--- src/rtl/hpad_pkg.sv ---
package hpad_pkg;

    parameter int WORD_W     = 32;
    parameter int CNT_W      = 64;
    parameter int LEN_W      = 3;
    parameter int FIFO_DEPTH = 32;
    parameter int BLK_BYTES  = 64;

    localparam int LANES   = WORD_W / 8;
    localparam int NBW_W   = $clog2(LANES);
    localparam int IDX_W   = $clog2(BLK_BYTES) + 1;
    localparam int ZCNT_W  = $clog2(BLK_BYTES / LANES) + 1;
    localparam int WSENT_W = $clog2(FIFO_DEPTH) + 1;

    typedef enum logic {
        MODE_MD5  = 1'b0,
        MODE_SHA1 = 1'b1
    } hp_mode_e;

    typedef enum logic [2:0] {
        ST_IDLE,
        ST_TAIL,
        ST_ZERO,
        ST_LEN0,
        ST_LEN1,
        ST_DONE
    } hp_state_e;

    typedef struct packed {
        logic [WORD_W-1:0] tail_word;
        logic [ZCNT_W-1:0] zeros;
        logic [WORD_W-1:0] len_first;
        logic [WORD_W-1:0] len_second;
    } hp_plan_t;

    function automatic logic [WORD_W-1:0] bswap_word(input logic [WORD_W-1:0] w);
        logic [WORD_W-1:0] r;
        for (int k = 0; k < LANES; k++) begin
            r[8*k +: 8] = w[8*(LANES-1-k) +: 8];
        end
        return r;
    endfunction

    function automatic logic [WORD_W-1:0] mark_tail(input logic [WORD_W-1:0] t,
                                                   input logic [NBW_W-1:0]  nbw);
        logic [WORD_W-1:0] r;
        for (int k = 0; k < LANES; k++) begin
            if (k < int'(nbw))       r[8*k +: 8] = t[8*k +: 8];
            else if (k == int'(nbw)) r[8*k +: 8] = 8'h80;
            else                     r[8*k +: 8] = 8'h00;
        end
        return r;
    endfunction

    function automatic logic [ZCNT_W-1:0] zero_words(input hp_mode_e          m,
                                                    input logic [CNT_W-1:0] bc,
                                                    input logic [NBW_W-1:0] nbw);
        logic [CNT_W-1:0] s;
        logic [IDX_W+1:0] idx;
        logic [IDX_W+1:0] pad;
        if (m == MODE_SHA1) begin
            s   = bc + CNT_W'(nbw);
            idx = (IDX_W+2)'(s[IDX_W-2:0]);
            pad = (idx < (IDX_W+2)'(56)) ? (IDX_W+2)'(56) - idx : (IDX_W+2)'(120) - idx;
            return ZCNT_W'((pad - (IDX_W+2)'(1)) >> 2);
        end else begin
            s   = bc + CNT_W'(LANES);
            idx = (IDX_W+2)'(s[IDX_W-2:0]);
            if (idx > (IDX_W+2)'(56)) return ZCNT_W'(((IDX_W+2)'(120) - idx) >> 2);
            else                      return ZCNT_W'(((IDX_W+2)'(56) - idx) >> 2);
        end
    endfunction

endpackage

--- src/rtl/hpad_plan.sv ---
module hpad_plan
    import hpad_pkg::*;
(
    input  hp_mode_e               mode,
    input  logic [CNT_W-1:0]       done_bytes,
    input  logic [WORD_W-1:0]      tail_bytes,
    input  logic [NBW_W-1:0]       nbw,
    output hp_plan_t               plan
);

    logic [CNT_W-1:0] total_bytes;
    logic [CNT_W-1:0] bit_len;

    always_comb begin
        total_bytes     = done_bytes + CNT_W'(nbw);
        bit_len         = total_bytes << 3;
        plan.tail_word  = mark_tail(tail_bytes, nbw);
        plan.zeros      = zero_words(mode, done_bytes, nbw);
        if (mode == MODE_SHA1) begin
            plan.len_first  = bswap_word(bit_len[CNT_W-1:WORD_W]);
            plan.len_second = bswap_word(bit_len[WORD_W-1:0]);
        end else begin
            plan.len_first  = bit_len[WORD_W-1:0];
            plan.len_second = bit_len[CNT_W-1:WORD_W];
        end
    end

endmodule

--- src/rtl/hpad_seq.sv ---
module hpad_seq
    import hpad_pkg::*;
(
    input  logic              clk,
    input  logic              rst,
    input  logic              go,
    input  hp_plan_t          plan_in,
    input  logic              word_ready,
    output logic              word_valid,
    output logic [WORD_W-1:0] word_data,
    output logic              data_end,
    output logic              busy
);

    hp_state_e          state;
    hp_plan_t           plan_q;
    logic [ZCNT_W-1:0]  zleft;
    logic [WSENT_W-1:0] wsent;
    logic               xfer;

    assign xfer = word_valid && word_ready;

    always_ff @(posedge clk) begin
        if (rst) begin
            state  <= ST_IDLE;
            plan_q <= '0;
            zleft  <= '0;
        end else begin
            case (state)
                ST_IDLE: if (go) begin
                    plan_q <= plan_in;
                    state  <= ST_TAIL;
                end
                ST_TAIL: if (word_ready) begin
                    zleft <= plan_q.zeros;
                    state <= (plan_q.zeros != '0) ? ST_ZERO : ST_LEN0;
                end
                ST_ZERO: if (word_ready) begin
                    zleft <= zleft - ZCNT_W'(1);
                    if (zleft == ZCNT_W'(1)) state <= ST_LEN0;
                end
                ST_LEN0: if (word_ready) state <= ST_LEN1;
                ST_LEN1: if (word_ready) state <= ST_DONE;
                ST_DONE: state <= ST_IDLE;
                default: state <= ST_IDLE;
            endcase
        end
    end

    always_comb begin
        word_valid = 1'b0;
        word_data  = '0;
        case (state)
            ST_TAIL: begin word_valid = 1'b1; word_data = plan_q.tail_word;  end
            ST_ZERO: begin word_valid = 1'b1; word_data = '0;                end
            ST_LEN0: begin word_valid = 1'b1; word_data = plan_q.len_first;  end
            ST_LEN1: begin word_valid = 1'b1; word_data = plan_q.len_second; end
            default: ;
        endcase
    end

    assign data_end = (state == ST_DONE);
    assign busy     = (state != ST_IDLE);

    // words handed over in the current sequence, for the depth check
    always_ff @(posedge clk) begin
        if (rst)       wsent <= '0;
        else if (go && !busy) wsent <= '0;
        else if (xfer) wsent <= wsent + WSENT_W'(1);
    end

    AST_IDLE_QUIET: assert property (@(posedge clk) disable iff (rst)
        !busy |-> (!word_valid && !data_end));

    AST_WORD_LIMIT: assert property (@(posedge clk) disable iff (rst)
        word_valid |-> (wsent < WSENT_W'(FIFO_DEPTH)));

    AST_HOLD_WORD: assert property (@(posedge clk) disable iff (rst)
        (word_valid && !word_ready) |=> (word_valid && $stable(word_data)));

    AST_END_PULSE: assert property (@(posedge clk) disable iff (rst)
        data_end |=> (!data_end && !busy));

    AST_END_AFTER_LAST: assert property (@(posedge clk) disable iff (rst)
        (state == ST_LEN1 && word_ready) |=> data_end);

    AST_PLAN_LOCKED: assert property (@(posedge clk) disable iff (rst)
        (busy && $past(busy)) |-> $stable(plan_q));

endmodule

--- src/rtl/hpad_gen.sv ---
module hpad_gen
    import hpad_pkg::*;
(
    input  logic              clk,
    input  logic              rst,
    input  logic              start,
    input  logic              mode,
    input  logic [CNT_W-1:0]  done_bytes,
    input  logic [WORD_W-1:0] tail_bytes,
    input  logic [LEN_W-1:0]  tail_len,
    output logic              word_valid,
    input  logic              word_ready,
    output logic [WORD_W-1:0] word_data,
    output logic              data_end,
    output logic              busy,
    output logic              len_err
);

    hp_plan_t plan;
    logic     len_ok;
    logic     go;

    assign len_ok = (tail_len < LEN_W'(LANES));
    assign go     = start && !busy && len_ok;

    hpad_plan u_plan (
        .mode       (hp_mode_e'(mode)),
        .done_bytes (done_bytes),
        .tail_bytes (tail_bytes),
        .nbw        (tail_len[NBW_W-1:0]),
        .plan       (plan)
    );

    hpad_seq u_seq (
        .clk        (clk),
        .rst        (rst),
        .go         (go),
        .plan_in    (plan),
        .word_ready (word_ready),
        .word_valid (word_valid),
        .word_data  (word_data),
        .data_end   (data_end),
        .busy       (busy)
    );

    always_ff @(posedge clk) begin
        if (rst) len_err <= 1'b0;
        else     len_err <= start && !busy && !len_ok;
    end

    AST_ERR_STAYS_IDLE: assert property (@(posedge clk) disable iff (rst)
        len_err |-> (!busy && !word_valid));

    AST_ERR_PULSE: assert property (@(posedge clk) disable iff (rst)
        len_err |=> !len_err);

endmodule

--- config.mk ---
export PLATFORM = sky130hd
export DESIGN_NAME = hpad_gen
export DESIGN_NICKNAME = d
export VERILOG_FILES = /design/src/rtl/hpad_pkg.sv /design/src/rtl/hpad_plan.sv /design/src/rtl/hpad_seq.sv /design/src/rtl/hpad_gen.sv
export SDC_FILE = /design/constraint.sdc
export NUM_CORES = 1
export LEC_CHECK = 0
export ABC_AREA = 1
export BUFFER_PORTS_ARGS = -buffer_cell sky130_fd_sc_hd__buf_4
export CAP_MARGIN = 20
export CORE_UTILIZATION = 51
export DETAILED_ROUTE_END_ITERATION = 12
export PLACE_DENSITY = 0.82
export SLEW_MARGIN = 20
export SYNTH_ARGS = -nofsm -noshare
export SYNTH_HDL_FRONTEND = slang
export SYNTH_SLANG_ARGS = --single-unit
--- constraint.sdc ---
create_clock -name clk -period 1.95 [get_ports clk]
set_input_delay 0.2925 -clock clk [delete_from_list [all_inputs] [get_ports clk]]
set_output_delay 0.2925 -clock clk [all_outputs]
set_load 0.01 [all_outputs]
==> out/qor.csv <==
metric,value,unit
cap_violations,0,
reg2reg_to,u_seq.plan_q[16]$_SDFFE_PP0P_,
cp_data_arrival_time,1590,ps
drtPass1Iterations,5,
crit_chain,nor2_4 -> nand2_2 -> inv_2 -> buf_12 -> nand2_1 -> nand3_1 -> buf_4,
slew_headroom,65.4,%
ys_types,46,
ys_warn_count,0,
cpLargestDelayFamily,simple AND/OR/NAND/NOR gates,
overflow,0,
core_area,0.0139,mm^2
synthCells,1170,
cts_tree,yes,
end_kind,output port,
finClkSkew,6.61,ps
pin_count,140,
synth_top_area_share,28.4,%
initial_core_util,52.2,%
netlist_area,0.00725,mm^2
crit_start,u_seq.state[0]$_SDFFE_PP0P_,
dp.cells,1516,
yosys-top-cells-count,"388 x nand2_1, 111 x inv_1, 110 x nor2_1, 103 x dfxtp_1, 88 x a21oi_1",
die_width,121,um
ir_drop,0.527,mV
status,"complete, no violations",
dieArea,0.0147,mm^2
grt_usage,36.9,%
post-route-drc-count,0,
areaGrowthSynthToFinish,28.9,%
cts_sinks,103,
synth-seq-cells,103,
grt_max_degree,55,
worstMarginPinSlew,513,ps
grt_pass1_vias,7933,
port_buffers,128,
routed_wl,26.7,mm
htree_levels,3,
max_freq,530,MHz
gp_routability_congestion,1.03,
reg2reg_slack,160,ps
cp_slowest_stage_delay,360,ps
min_path_type,in2reg,
synth_top_area_cell,dfxtp_1,
synthFlopType,dfxtp_1,
p_total,6.68,mW
synth_nets,1283,
synth_async_sr_flop_share,0,%
r2r_start,u_seq.state[0]$_SDFFE_PP0P_,
avgViaCountPerCell,5.60,
setup_tns,0,ps
cp_num_buf_inv,3,
clkTransAtPathRegs,70,ps
clk_latency,350,ps
cts-root-buf,clkbuf_16,
period_needed,1890,ps
antenna_found_initial,0,
die_height,121,um
power.leakage,4.11,nW
cp-endpoint,word_data[17],
grt_pass1_wl,41.2,mm
stdcell_count,1536,
diodes,0,
syn_area_per_cell,6.20,um^2
wl_per_cell,17.4,um
slowest_stage,dfxtp_2,
nNetsFinal,1464,
drtIter0Drc,1005,
hold_viol_final,0,
drive_above_1_share,21.3,%
synth_edf_count,0,
num_rows,43,
ff2ff_path_depth,8,
ant_nets,0,
num_vias,8600,
fin_crit_sh,96.7,%
worst-setup-path-type,reg2out,
yosysMostFrequentCell,nand2_1,
cp_num_cells,7,
rsz0062_at_grt,true,
synthTopCellsByArea,"dfxtp_1 28%, nand2_1 20%, a21oi_1 6.1%, nand3_1 5.8%, inv_1 5.7%",
dpl.hpwl,21.4,mm
critPathMaxFanout,27,
slew_viol_final,0,
required,1660,ps
clockBufferDepth,2,
cp-start-kind,flop,
synth-seq-area-share,28.4,%
numCtsBuffers,9,
finalSetupViolations,0,
hold_ws,194,ps
power_density,715,mW/mm^2
==> worst register-to-register path, delay by kind of cell (launching register included) <==
family / cells / cell delay, ps
AO/OA/AOI/OAI: 2 / 270
AND/OR/NAND/NOR: 4 / 720
buffers and inverters: 2 / 360
flip-flops: 1 / 360
==> routing by layer <==
layer  vias up  GRT usage (%)  wire [um]
li1       4186              -          -
met4         0           14.5        945
met2       407           58.4      12000
met1      3943           49.3      11500
met5         -              0          0
met3        64           7.05       2290
==> logic make-up (layout without fill, tap and decap cells) <==
family          after synthesis  count (layout)  synth area share (%)
fa+ha+maj                     9               9                  1.66
buf+inv                     159             345                  8.90
compound gates              198             198                  16.8
simple gates                662             662                  39.5
flops                       103             103                  28.4
xor+xnor                     39              39                  4.71
==> sequential cells by signal (all words and copies together), names as in the netlist <==
| register | flops |
|---|---|
| len_err | 1 |
| u_seq.plan_q | 94 |
| u_seq.state | 3 |
| u_seq.zleft | 5 |
==> layout make-up <==
type                    instances  area, um^2
well taps                     180         225
clock buffers                   9         225
repair buffers                211        1650
flip-flops and latches        103        2060
fillers                      1277        4540
inverters                     118         452
multi-input cells             908        4660
clock inverters                 7        67.6
==> cells in the final DEF (no fill, tap or decap), types with 3 or more instances in the layout <==
cell type	instances
nor2_8	3
buf_12	5
inv_1	105
nand4_1	19
inv_2	9
a21oi_1	88
a22o_1	7
ha_1	6
o211ai_1	12
nand2_2	7
dfxtp_1	101
clkbuf_16	9
a22oi_1	32
nand2_1	383
nor2_1	105
a211oi_1	11
inv_4	3
nand3b_1	5
o21ai_0	20
xnor2_1	13
nand3_2	5
a21boi_0	4
nor2_2	12
buf_4	205
o21ai_1	4
nor2_4	8
nor3_1	24
nand3_1	81
xor2_1	25
a21boi_1	11
==> where the power goes <==
part           internal [mW]  leakage [nW]  switching, mW
sequential              2.37         0.838          0.176
clock                  0.898         0.139          0.883
combinational          0.942          3.13           1.41
==> repair_timing <==
action,CTS,global route
buffers inserted,3,1
pin swaps,0,15
hold buffers,0,0
endpoints found under the setup margin,29,47
resized for setup,4,22
==> per-stage QoR <==
stage	instance area [um^2]	utilization [%]	worst slack [ps]
global placement	8940	64.4	-300
finish	9350	67.3	64.7
floorplan	7300	-	-74.4
CTS	9260	66.7	13.3
global route	9350	67.3	-55.5
detailed placement	8940	64.4	-329
==> worst min-delay path by stage <==
stage / from / to / depth (start not counted)
final: tail_bytes[21] / u_seq.plan_q[90]$_SDFFE_PP0P_ / 3
after floorplan: tail_len[2] / len_err$_SDFF_PP0_ / 2
after detailed placement: u_seq.plan_q[71]$_SDFFE_PP0P_ / u_seq.plan_q[71]$_SDFFE_PP0P_ / 2
after global routing: tail_bytes[21] / u_seq.plan_q[90]$_SDFFE_PP0P_ / 3
after global placement: u_seq.plan_q[34]$_SDFFE_PP0P_ / u_seq.plan_q[34]$_SDFFE_PP0P_ / 2
after CTS: tail_bytes[21] / u_seq.plan_q[90]$_SDFFE_PP0P_ / 3
(Power assumes the default switching activity.)
